`src/rtl/uart_rx_pkg.sv`:
```
// Shared types for the UART receive buffer and line status block.
// Assumes an 8-bit character with three per-character receive tags.
package uart_rx_pkg;

    typedef struct packed {
        logic       brk;
        logic       ferr;
        logic       perr;
        logic [7:0] data;
    } rx_entry_t;

    // Status word bit positions, decoded by the bus side
    localparam int LS_DR   = 0;
    localparam int LS_OE   = 1;
    localparam int LS_PE   = 2;
    localparam int LS_FE   = 3;
    localparam int LS_BI   = 4;
    localparam int LS_THRE = 5;
    localparam int LS_TEMT = 6;
    localparam int LS_RFE  = 7;

    function automatic logic entry_tagged(rx_entry_t e);
        return e.perr | e.ferr | e.brk;
    endfunction

endpackage

```
`src/rtl/rx_store.sv`:
```
// Character store: a DEPTH-entry queue, or a single holding register when
// fifo_en is low. Each entry keeps its receive tags. Also reports when a new
// character becomes the head, and a count of tagged entries.
// Assumes DEPTH >= 2; flush takes priority over every other action.
module rx_store
    import uart_rx_pkg::*;
#(
    parameter int DEPTH = 16
) (
    input  logic       clk,
    input  logic       rst_n,
    input  logic       fifo_en,
    input  logic       flush,
    input  logic       wr_req,
    input  rx_entry_t  wr_entry,
    input  logic       rd_req,
    output logic [7:0] head_data,
    output logic       has_data,
    output logic       ovr,
    output logic       head_load,
    output rx_entry_t  head_next,
    output logic       tag_in,
    output logic       behind_clean
);
    localparam int PTR_W = $clog2(DEPTH);
    localparam int CNT_W = PTR_W + 1;

    rx_entry_t          mem [DEPTH];
    logic [PTR_W-1:0]   rd_ptr, wr_ptr, rd_ptr_nx;
    logic [CNT_W-1:0]   count, tag_cnt, count_n, tag_cnt_n, cap;
    logic               pop_eff, full, push_acc, overwrite, head_tag;
    rx_entry_t          head;

    function automatic logic [PTR_W-1:0] bump(logic [PTR_W-1:0] p);
        return (p == PTR_W'(DEPTH - 1)) ? '0 : p + PTR_W'(1);
    endfunction

    assign head      = mem[rd_ptr];
    assign rd_ptr_nx = bump(rd_ptr);
    assign head_data = (count != '0) ? head.data : 8'h00;
    assign has_data  = (count != '0);
    assign head_tag  = (count != '0) && entry_tagged(head);

    // Decide what happens to the store this cycle
    always_comb begin
        cap       = fifo_en ? CNT_W'(DEPTH) : CNT_W'(1);
        pop_eff   = rd_req && (count != '0) && !flush;
        full      = (count == cap);
        push_acc  = wr_req && !flush && (!full || pop_eff);
        ovr       = wr_req && !flush && full && !pop_eff;
        overwrite = ovr && !fifo_en;
        tag_in    = push_acc && fifo_en && entry_tagged(wr_entry);
    end

    // Identify a character that becomes the head at this edge
    always_comb begin
        head_load = 1'b0;
        head_next = '0;
        if (pop_eff && count > CNT_W'(1)) begin
            head_load = 1'b1;
            head_next = mem[rd_ptr_nx];
        end else if (push_acc && (count == '0 || (pop_eff && count == CNT_W'(1)))) begin
            head_load = 1'b1;
            head_next = wr_entry;
        end else if (overwrite) begin
            head_load = 1'b1;
            head_next = wr_entry;
        end
    end

    // Next occupancy and tagged-entry count
    always_comb begin
        count_n   = count;
        tag_cnt_n = tag_cnt;
        if (push_acc) count_n = count_n + CNT_W'(1);
        if (pop_eff)  count_n = count_n - CNT_W'(1);
        if (push_acc && entry_tagged(wr_entry)) tag_cnt_n = tag_cnt_n + CNT_W'(1);
        if (pop_eff && entry_tagged(head))      tag_cnt_n = tag_cnt_n - CNT_W'(1);
        if (overwrite) begin
            if (entry_tagged(head))     tag_cnt_n = tag_cnt_n - CNT_W'(1);
            if (entry_tagged(wr_entry)) tag_cnt_n = tag_cnt_n + CNT_W'(1);
        end
    end

    assign behind_clean = (tag_cnt == CNT_W'(head_tag));

    // Pointer and counter registers
    always_ff @(posedge clk) begin
        if (!rst_n || flush) begin
            rd_ptr  <= '0;
            wr_ptr  <= '0;
            count   <= '0;
            tag_cnt <= '0;
        end else begin
            if (push_acc) wr_ptr <= bump(wr_ptr);
            if (pop_eff)  rd_ptr <= rd_ptr_nx;
            count   <= count_n;
            tag_cnt <= tag_cnt_n;
        end
    end

    // Entry storage, no reset needed
    always_ff @(posedge clk) begin
        if (push_acc)  mem[wr_ptr] <= wr_entry;
        if (overwrite) mem[rd_ptr] <= wr_entry;
    end

    AST_COUNT_CAP: assert property (@(posedge clk) disable iff (!rst_n)
        count <= CNT_W'(DEPTH));
    AST_FULL_KEEP: assert property (@(posedge clk) disable iff (!rst_n)
        (ovr && fifo_en) |=> (count == CNT_W'(DEPTH)));
    AST_SINGLE_HOLD: assert property (@(posedge clk) disable iff (!rst_n)
        (!fifo_en && !flush) |-> (count <= CNT_W'(1)));
    AST_TAGS_WITHIN: assert property (@(posedge clk) disable iff (!rst_n)
        tag_cnt <= count);
    AST_FLUSH_EMPTY: assert property (@(posedge clk) disable iff (!rst_n)
        flush |=> !has_data);
endmodule

```
`src/rtl/lsr_regs.sv`:
```
// Sticky line status flags and the assembled 8-bit status word.
// Assumes the event inputs describe the edge at which they are sampled.
module lsr_regs
    import uart_rx_pkg::*;
(
    input  logic       clk,
    input  logic       rst_n,
    input  logic       fifo_en,
    input  logic       prog_thre_en,
    input  logic       tx_hold_empty,
    input  logic       tx_fifo_full,
    input  logic       tx_shift_empty,
    input  logic       lsr_rd,
    input  logic       flush,
    input  logic       ovr,
    input  logic       head_load,
    input  rx_entry_t  head_next,
    input  logic       tag_in,
    input  logic       behind_clean,
    input  logic       has_data,
    output logic [7:0] lsr
);
    logic oe_q, pe_q, fe_q, bi_q, rfe_q, thre_q, temt_q;
    logic ld_pe, ld_fe, ld_bi;

    assign ld_pe = head_load && head_next.perr;
    assign ld_fe = head_load && head_next.ferr;
    assign ld_bi = head_load && head_next.brk;

    // Error flags: set by events, cleared by a status read
    always_ff @(posedge clk) begin
        if (!rst_n) begin
            oe_q <= 1'b0;
            pe_q <= 1'b0;
            fe_q <= 1'b0;
            bi_q <= 1'b0;
        end else begin
            oe_q <= ovr   || (oe_q && !lsr_rd);
            pe_q <= ld_pe || (pe_q && !lsr_rd);
            fe_q <= ld_fe || (fe_q && !lsr_rd);
            bi_q <= ld_bi || (bi_q && !lsr_rd);
        end
    end

    // Queue-error summary with conditional clear
    always_ff @(posedge clk) begin
        if (!rst_n || flush)           rfe_q <= 1'b0;
        else if (tag_in)               rfe_q <= 1'b1;
        else if (lsr_rd && behind_clean) rfe_q <= 1'b0;
    end

    // Registered transmit status
    always_ff @(posedge clk) begin
        if (!rst_n) begin
            thre_q <= 1'b1;
            temt_q <= 1'b1;
        end else begin
            thre_q <= (prog_thre_en && fifo_en) ? tx_fifo_full : tx_hold_empty;
            temt_q <= tx_hold_empty && tx_shift_empty;
        end
    end

    // Assemble the status word
    always_comb begin
        lsr          = '0;
        lsr[LS_DR]   = has_data;
        lsr[LS_OE]   = oe_q;
        lsr[LS_PE]   = pe_q;
        lsr[LS_FE]   = fe_q;
        lsr[LS_BI]   = bi_q;
        lsr[LS_THRE] = thre_q;
        lsr[LS_TEMT] = temt_q;
        lsr[LS_RFE]  = rfe_q;
    end

    AST_OE_ON_OVR: assert property (@(posedge clk) disable iff (!rst_n)
        ovr |=> lsr[LS_OE]);
    AST_CLR_ON_READ: assert property (@(posedge clk) disable iff (!rst_n)
        (lsr_rd && !ovr && !head_load) |=> (lsr[4:1] == 4'b0000));
    AST_RFE_HOLD: assert property (@(posedge clk) disable iff (!rst_n)
        (lsr_rd && !behind_clean && !flush && lsr[LS_RFE]) |=> lsr[LS_RFE]);
    AST_RFE_FLUSH: assert property (@(posedge clk) disable iff (!rst_n)
        flush |=> !lsr[LS_RFE]);
endmodule

```
`src/rtl/uart_rx_status.sv`:
```
// Top: receive character store plus line status word for a 16550-class UART.
// Assumes one-cycle strobes for rbr_rd and lsr_rd from the bus decoder.
module uart_rx_status
    import uart_rx_pkg::*;
#(
    parameter int DEPTH = 16
) (
    input  logic       clk,
    input  logic       rst_n,
    input  logic       fifo_en,
    input  logic       prog_thre_en,
    input  logic       rx_valid,
    input  logic [7:0] rx_char,
    input  logic       rx_perr,
    input  logic       rx_ferr,
    input  logic       rx_brk,
    input  logic       rbr_rd,
    input  logic       lsr_rd,
    input  logic       tx_hold_empty,
    input  logic       tx_fifo_full,
    input  logic       tx_shift_empty,
    output logic [7:0] rbr_data,
    output logic [7:0] lsr
);
    logic      mode_q, flush, has_data, ovr, head_load, tag_in, behind_clean;
    rx_entry_t wr_entry, head_next;

    assign wr_entry = '{brk: rx_brk, ferr: rx_ferr, perr: rx_perr, data: rx_char};
    assign flush    = (fifo_en != mode_q);

    // Remember the buffering mode to detect changes
    always_ff @(posedge clk) begin
        if (!rst_n) mode_q <= 1'b1;
        else        mode_q <= fifo_en;
    end

    rx_store #(.DEPTH(DEPTH)) u_store (
        .clk          (clk),
        .rst_n        (rst_n),
        .fifo_en      (fifo_en),
        .flush        (flush),
        .wr_req       (rx_valid),
        .wr_entry     (wr_entry),
        .rd_req       (rbr_rd),
        .head_data    (rbr_data),
        .has_data     (has_data),
        .ovr          (ovr),
        .head_load    (head_load),
        .head_next    (head_next),
        .tag_in       (tag_in),
        .behind_clean (behind_clean)
    );

    lsr_regs u_lsr (
        .clk            (clk),
        .rst_n          (rst_n),
        .fifo_en        (fifo_en),
        .prog_thre_en   (prog_thre_en),
        .tx_hold_empty  (tx_hold_empty),
        .tx_fifo_full   (tx_fifo_full),
        .tx_shift_empty (tx_shift_empty),
        .lsr_rd         (lsr_rd),
        .flush          (flush),
        .ovr            (ovr),
        .head_load      (head_load),
        .head_next      (head_next),
        .tag_in         (tag_in),
        .behind_clean   (behind_clean),
        .has_data       (has_data),
        .lsr            (lsr)
    );

    AST_NOFIFO_RFE: assert property (@(posedge clk) disable iff (!rst_n)
        (!fifo_en && !mode_q) |-> !lsr[7]);
    AST_DR_ON_ARRIVAL: assert property (@(posedge clk) disable iff (!rst_n)
        (rx_valid && !flush) |=> lsr[0]);
endmodule

```
`config.mk`:
```
export PLATFORM = sky130hd
export DESIGN_NAME = uart_rx_status
export DESIGN_NICKNAME = d
export VERILOG_FILES = /design/src/rtl/uart_rx_pkg.sv /design/src/rtl/rx_store.sv /design/src/rtl/lsr_regs.sv /design/src/rtl/uart_rx_status.sv
export SDC_FILE = /design/constraint.sdc
export NUM_CORES = 1
export LEC_CHECK = 0
export BUFFER_PORTS_ARGS = -buffer_cell sky130_fd_sc_hd__buf_4
export CAP_MARGIN = 10
export CELL_PAD_IN_SITES_DETAIL_PLACEMENT = 1
export CELL_PAD_IN_SITES_GLOBAL_PLACEMENT = 1
export CORE_MARGIN = 2
export CORE_UTILIZATION = 55
export DETAILED_ROUTE_END_ITERATION = 10
export PLACE_DENSITY_LB_ADDON = 0.1
export SYNTH_ARGS = -nofsm -noshare
export SYNTH_HDL_FRONTEND = slang
export SYNTH_HIERARCHICAL = 1
export SYNTH_SLANG_ARGS = --single-unit
```
`constraint.sdc`:
```
create_clock -name clk -period 9.85 [get_ports clk]
set_input_delay 0.985 -clock clk [delete_from_list [all_inputs] [get_ports clk]]
set_output_delay 0.985 -clock clk [all_outputs]
set_load 0.02 [all_outputs]
```
After elaboration in Yosys (flattened, before gate mapping)
Memories as Yosys holds them, arrays and structs flattened. A register that Yosys moved wholly into a read port is not among the register bits.
Index checks and enable logic that the tools add are counted.
- input bits: 21
- logic and storage cells: 103
- memories: 1
- register bits after elaboration: 26
- output and inout port bits: 16
- RAM bits: 176
- memory list (name ; depth ; width ; read ports ; clocked after Yosys merged registers in ; wr ports ; RTL line ; source):
    u_store.mem ; 16 ; 11 ; 2 ; 1 ; 1 ; rx_store.sv:28 ; rx_entry_t mem [DEPTH];
- $add $sub $neg: 8
- order comparisons: 1
- bitwise operators: 4
- reduce and logical (&&, ||, !) cells: 42
- equality and inequality tests: 6
- mux-type cells: 29
- operator list (kind ; number):
    $mux 5 ; 9
    $mux 11 ; 4
    $logic_and 1x1->1 ; 25
    $mux 4 ; 5
    $add 5x1->5 const B ; 3
    $sub 5x1->5 const B ; 3
    $reduce_or 11->1 ; 1
    $mux 1 ; 10
    $add 4x1->4 const B ; 2
    $eq 4x4->1 const B ; 2
    $mux 8 ; 1
    $logic_or 1x1->1 ; 7
    $logic_not 1->1 ; 6
    $eq 5x1->1 ; 1
    $eq 5x1->1 const B ; 1
    $eq 5x5->1 ; 1
    $gt 5x1->1 const B ; 1
    $logic_not 5->1 ; 1
    $reduce_bool 5->1 ; 1
    $or 1x1->1 ; 4
    $reduce_bool 2->1 ; 1
    $ne 1x1->1 ; 1

Logic depth before layout (Yosys ltp)
- depth in word-level cells: 15
- depth in mapped cells: 17
- mapped depth without buffers: 16

Hierarchy
The synthesis kept the hierarchy.
- by module, submodules not included (module ; cells each ; area an instance (um2) ; instances ; sequential area each (um2)):
    rx_store ; 598 ; 9854.5 ; 1 ; 5725.5
    lsr_regs ; 34 ; 314.1 ; 1 ; 140.1
    uart_rx_status ; 3 ; 35.0 ; 1 ; 20.0

Least setup slack after synthesis
Ideal clock, no wire load.
- kind: input -> register
- start: input port fifo_en
- end: register u_store.tag_cnt[3]
- setup time: 0.121 ns
- setup slack: 5.769 ns
- stages on the path: 15
- data required time: 9.729 ns
- arrival time: 3.960 ns
- buffers on the path: 0
- cell sequence: xor2_1 > nand2b_1 > o221a_4 > nor3_4 > mux2i_1 > ha_1 > mux2_2 > ha_1 > nor2_1 > mux2i_1 > nand2_1 > o211ai_1 > a211o_1 > o31a_1 > mux2_4
- word-level cells in the longest chain between the ends: 15
- elaborated cells between the ends (all ways): 26
- classes of those cells: add/sub (3); eq/ne (2); mux (7); reduce/logical (14)
- ends and longest elaborated chain (what ; RTL line ; source):
    start: declaration ; uart_rx_status.sv:10 ; input logic fifo_en,
    $mux 5 / $ne 1x1->1 (equally long branches) ; rx_store.sv:46, uart_rx_status.sv:29 ;
    $eq 5x5->1 / $logic_not 1->1 (equally long branches) ; -- ;
    $logic_not 1->1 / $logic_and 1x1->1 (equally long branches) ; rx_store.sv:49, rx_store.sv:47 ;
    $logic_or 1x1->1 ; rx_store.sv:49 ; push_acc = wr_req && !flush && (!full || pop_eff);
    $logic_and 1x1->1 ; rx_store.sv:49 ;
    $logic_and 1x1->1 ; rx_store.sv:77 ; if (push_acc && entry_tagged(wr_entry)) tag_cnt_n = tag_cnt_n + CNT_W'(1);
    $mux 5 ; rx_store.sv:77 ;
    $sub 5x1->5 ; rx_store.sv:78 ; if (pop_eff && entry_tagged(head)) tag_cnt_n = tag_cnt_n - CNT_W'(1);
    $mux 5 ; rx_store.sv:78 ;
    $sub 5x1->5 ; rx_store.sv:80 ; if (entry_tagged(head)) tag_cnt_n = tag_cnt_n - CNT_W'(1);
    $mux 5 ; rx_store.sv:80 ;
    $mux 5 ; rx_store.sv:79 ; if (overwrite) begin
    $add 5x1->5 ; rx_store.sv:81 ; if (entry_tagged(wr_entry)) tag_cnt_n = tag_cnt_n + CNT_W'(1);
    $mux 5 ; rx_store.sv:81 ;
    $mux 5 ; rx_store.sv:79 ;
    end signal: assignment ; rx_store.sv:98 ; tag_cnt <= tag_cnt_n;
    end: declaration ; rx_store.sv:30 ; logic [CNT_W-1:0] count, tag_cnt, count_n, tag_cnt_n, cap;
Several ways; a longest one is shown, not always the timed one. The select of a mux whose other input is x is not followed.
A chain may end at the register's enable or synchronous reset.

==> results.sh <==
export IMPL_place_inst=811
export IMPL_finalSetupTns_ns=0
export IMPL_drive_gt1_frac=0.2532
export IMPL_skew_ns=0.008235
export IMPL_peakVddDrop_mv=0.1720
export IMPL_leakage_nw=3.346
export IMPL_stdcell_area_sq_um=10350
export IMPL_synth_fp_nets=617
export IMPL_final_nets=648
export IMPL_clkLatencyLatePin_ns=0.49
export IMPL_path_buf_inv=1
export IMPL_fp_dieW_microns=133.5
export IMPL_initialDrtViolationCount=347
export IMPL_power_per_cell_area_nw_per_um2=181.8
export IMPL_cpLargestDelayFamily="compound AO/OA/AOI/OAI gates"
export IMPL_path_max_fanout=44
export IMPL_gr_total_overflow=0
export IMPL_grt_max_degree=45
export IMPL_drcViolationCount=0
export IMPL_netlist_area_sq_um=9229
export IMPL_r2r_cells=15
export IMPL_crit_arrival_ns=4.81
export IMPL_crit_top_cell="nand2_1"
export IMPL_hold_ws_ns=0.4671
export IMPL_grt_antenna_before_repair=0
export IMPL_tritoncts="done"
export IMPL_wl_per_cell_microns=25.71
export IMPL_cp_start_kind="flop"
export IMPL_cp_slowest_cell="a211oi_2"
export IMPL_min_to="u_lsr/fe_q"
export IMPL_rsz0062_at_grt="no"
export IMPL_worst_r2r_endpoint="u_store/tag_cnt[3]"
export IMPL_hpwl_mm=14.26
export IMPL_path_clk_slew_ns=0.06
export IMPL_required_ns=10.23
export IMPL_viasPerCell=6.183
export IMPL_floorplan_initialDensity=0.5605
export IMPL_area_delta_synth_final_pct=12.17
export IMPL_hold_viol=0
export IMPL_grt_pass1_vias=5790
export IMPL_postRouteAntennaNets=0
export IMPL_cts_made_buffers=23
export IMPL_htreeDepth=1
export IMPL_drv_cap=0
export IMPL_placed_area_sq_um=9633
export IMPL_dr_total_vias=5268
export IMPL_synth_yosys_warnings=6
export IMPL_cts_setup_buffers=0
export IMPL_fp_coreArea_sq_um=16470
export IMPL_tightest_slew_ns=1.198
export IMPL_hp_class="reg -> reg"
export IMPL_endpoint_kind="flop"
export IMPL_grt_pass1_wl_mm=33.89
export IMPL_portBuffers=36
export IMPL_crit_type="reg -> reg"
export IMPL_clock_sinks=206
export IMPL_gp_congestion=0.8143
export IMPL_min_from="u_lsr/fe_q"
export IMPL_relSlewSlack=0.1983
export IMPL_cts_root_buf="clkbuf_16"
export IMPL_cts_resized=0
export IMPL_power_mw=1.882
export IMPL_cp_cell_sequence="buf_4, nor4_1, o32ai_1, nor3_1, a211oi_2, nand2_1, mux2_2, ha_1, nor2_1, mux2i_1, nand2_1, o211ai_1, a211o_1, o31a_1, mux2_4"
export IMPL_status="complete, no violations"
export IMPL_avgSynthCellArea_sq_um=15.75
export IMPL_wl_mm=21.91
export IMPL_die_h_microns=133.5
export IMPL_finalMaxSlewViolations=0
export IMPL_diodes=0
export IMPL_rrSetupSlack_ns=5.42
export IMPL_clockBufferDepth=3
export IMPL_rows=47
export IMPL_setup_viol=0
export IMPL_hold_depth=2
export IMPL_drt_pre_antenna_iters=4
export IMPL_synthCells=586
export IMPL_hold_buffers=0
export IMPL_dieArea_sq_um=17830
export IMPL_period_needed_ns=4.434
export IMPL_max_freq_mhz=225.5
export IMPL_grt_usage=0.2545
export IMPL_boundaryPins=37
export IMPL_critPathMaxStageDelay_ns=0.74
export IMPL_period_share=0.4502
export IMPL_finalNonFillerCells=852
power breakdown:
part	switching (mW)	leakage, nW	total, mW	internal, mW
logic	0.0762	1.17	0.127	0.0506
clock network	0.316	0.342	0.796	0.480
registers	0.00572	1.83	0.959	0.953
total	0.398	3.35	1.88	1.48
metrics by stage:
stage | worst slack (ns) | utilization
floorplan | 5.769 | -
global placement | 5.376 | 0.5850
global route | 5.042 | 0.6287
CTS | 5.370 | 0.6278
finish | 5.416 | 0.6287
detailed placement | 5.231 | 0.5850
routing by layer:
layer	GRT usage	up-vias	wire length (microns)
li1	-	2348	-
met1	0.3236	2714	8795
met2	0.4390	152	11240
met3	0.04110	54	924
met4	0.1052	0	944
met5	0	-	0
state kept, by name, summed over array words and instances, names as in the netlist, named ones only:
register         flops
u_lsr/bi_q           1
u_store/wr_ptr       4
u_lsr/rfe_q          1
u_lsr/pe_q           1
u_store/count        5
u_store/mem        176
u_lsr/fe_q           1
u_store/tag_cnt      5
u_lsr/oe_q           1
u_lsr/temt_q         1
mode_q               1
u_store/rd_ptr       4
u_lsr/thre_q         1
tightest hold or removal path, cell delays in order (launching register included):
cell and delay (ns):
dfxtp_1 0.30, nand2b_1 0.06, a21boi_1 0.05
worst max-delay path by stage:
stage          cells after the start  slack [ns]     from            endpoint
6_report                          15        5.42     flop  u_store/tag_cnt[3]
3_3_place_gp                      16        5.38  fifo_en  u_store/tag_cnt[3]
3_5_place_dp                      15        5.23  fifo_en  u_store/tag_cnt[3]
2_1_floorplan                     15        5.77  fifo_en  u_store/tag_cnt[3]
5_1_grt                           15        5.04     flop  u_store/tag_cnt[3]
4_1_cts                           15        5.37     flop  u_store/tag_cnt[3]
area by class of cell:
class	instances	area, sq um
Inverter	8	30.03
Clock buffer	28	594.3
Sequential cell	206	5888
Clock inverter	12	110.1
Fill cell	1478	6113
Multi-Input combinational cell	330	3087
Tap cell	220	275.3
Timing Repair Buffer	48	367.9
cell usage in the layout, fill, tap and decap left out, types with 8 or more instances in the layout:
cell type / instances
nor3_1: 12
inv_1: 8
nor4b_1: 11
nand4_1: 8
xnor2_1: 17
nand2b_1: 8
edfxtp_1: 176
nor4_1: 10
mux4_2: 55
ha_1: 10
and2_1: 11
xor2_1: 8
buf_4: 47
nand2_1: 32
clkbuf_16: 23
dfxtp_1: 28
nor2_1: 45
a21oi_1: 12
o21ai_0: 8
Power figures use the tool's default switching activity.
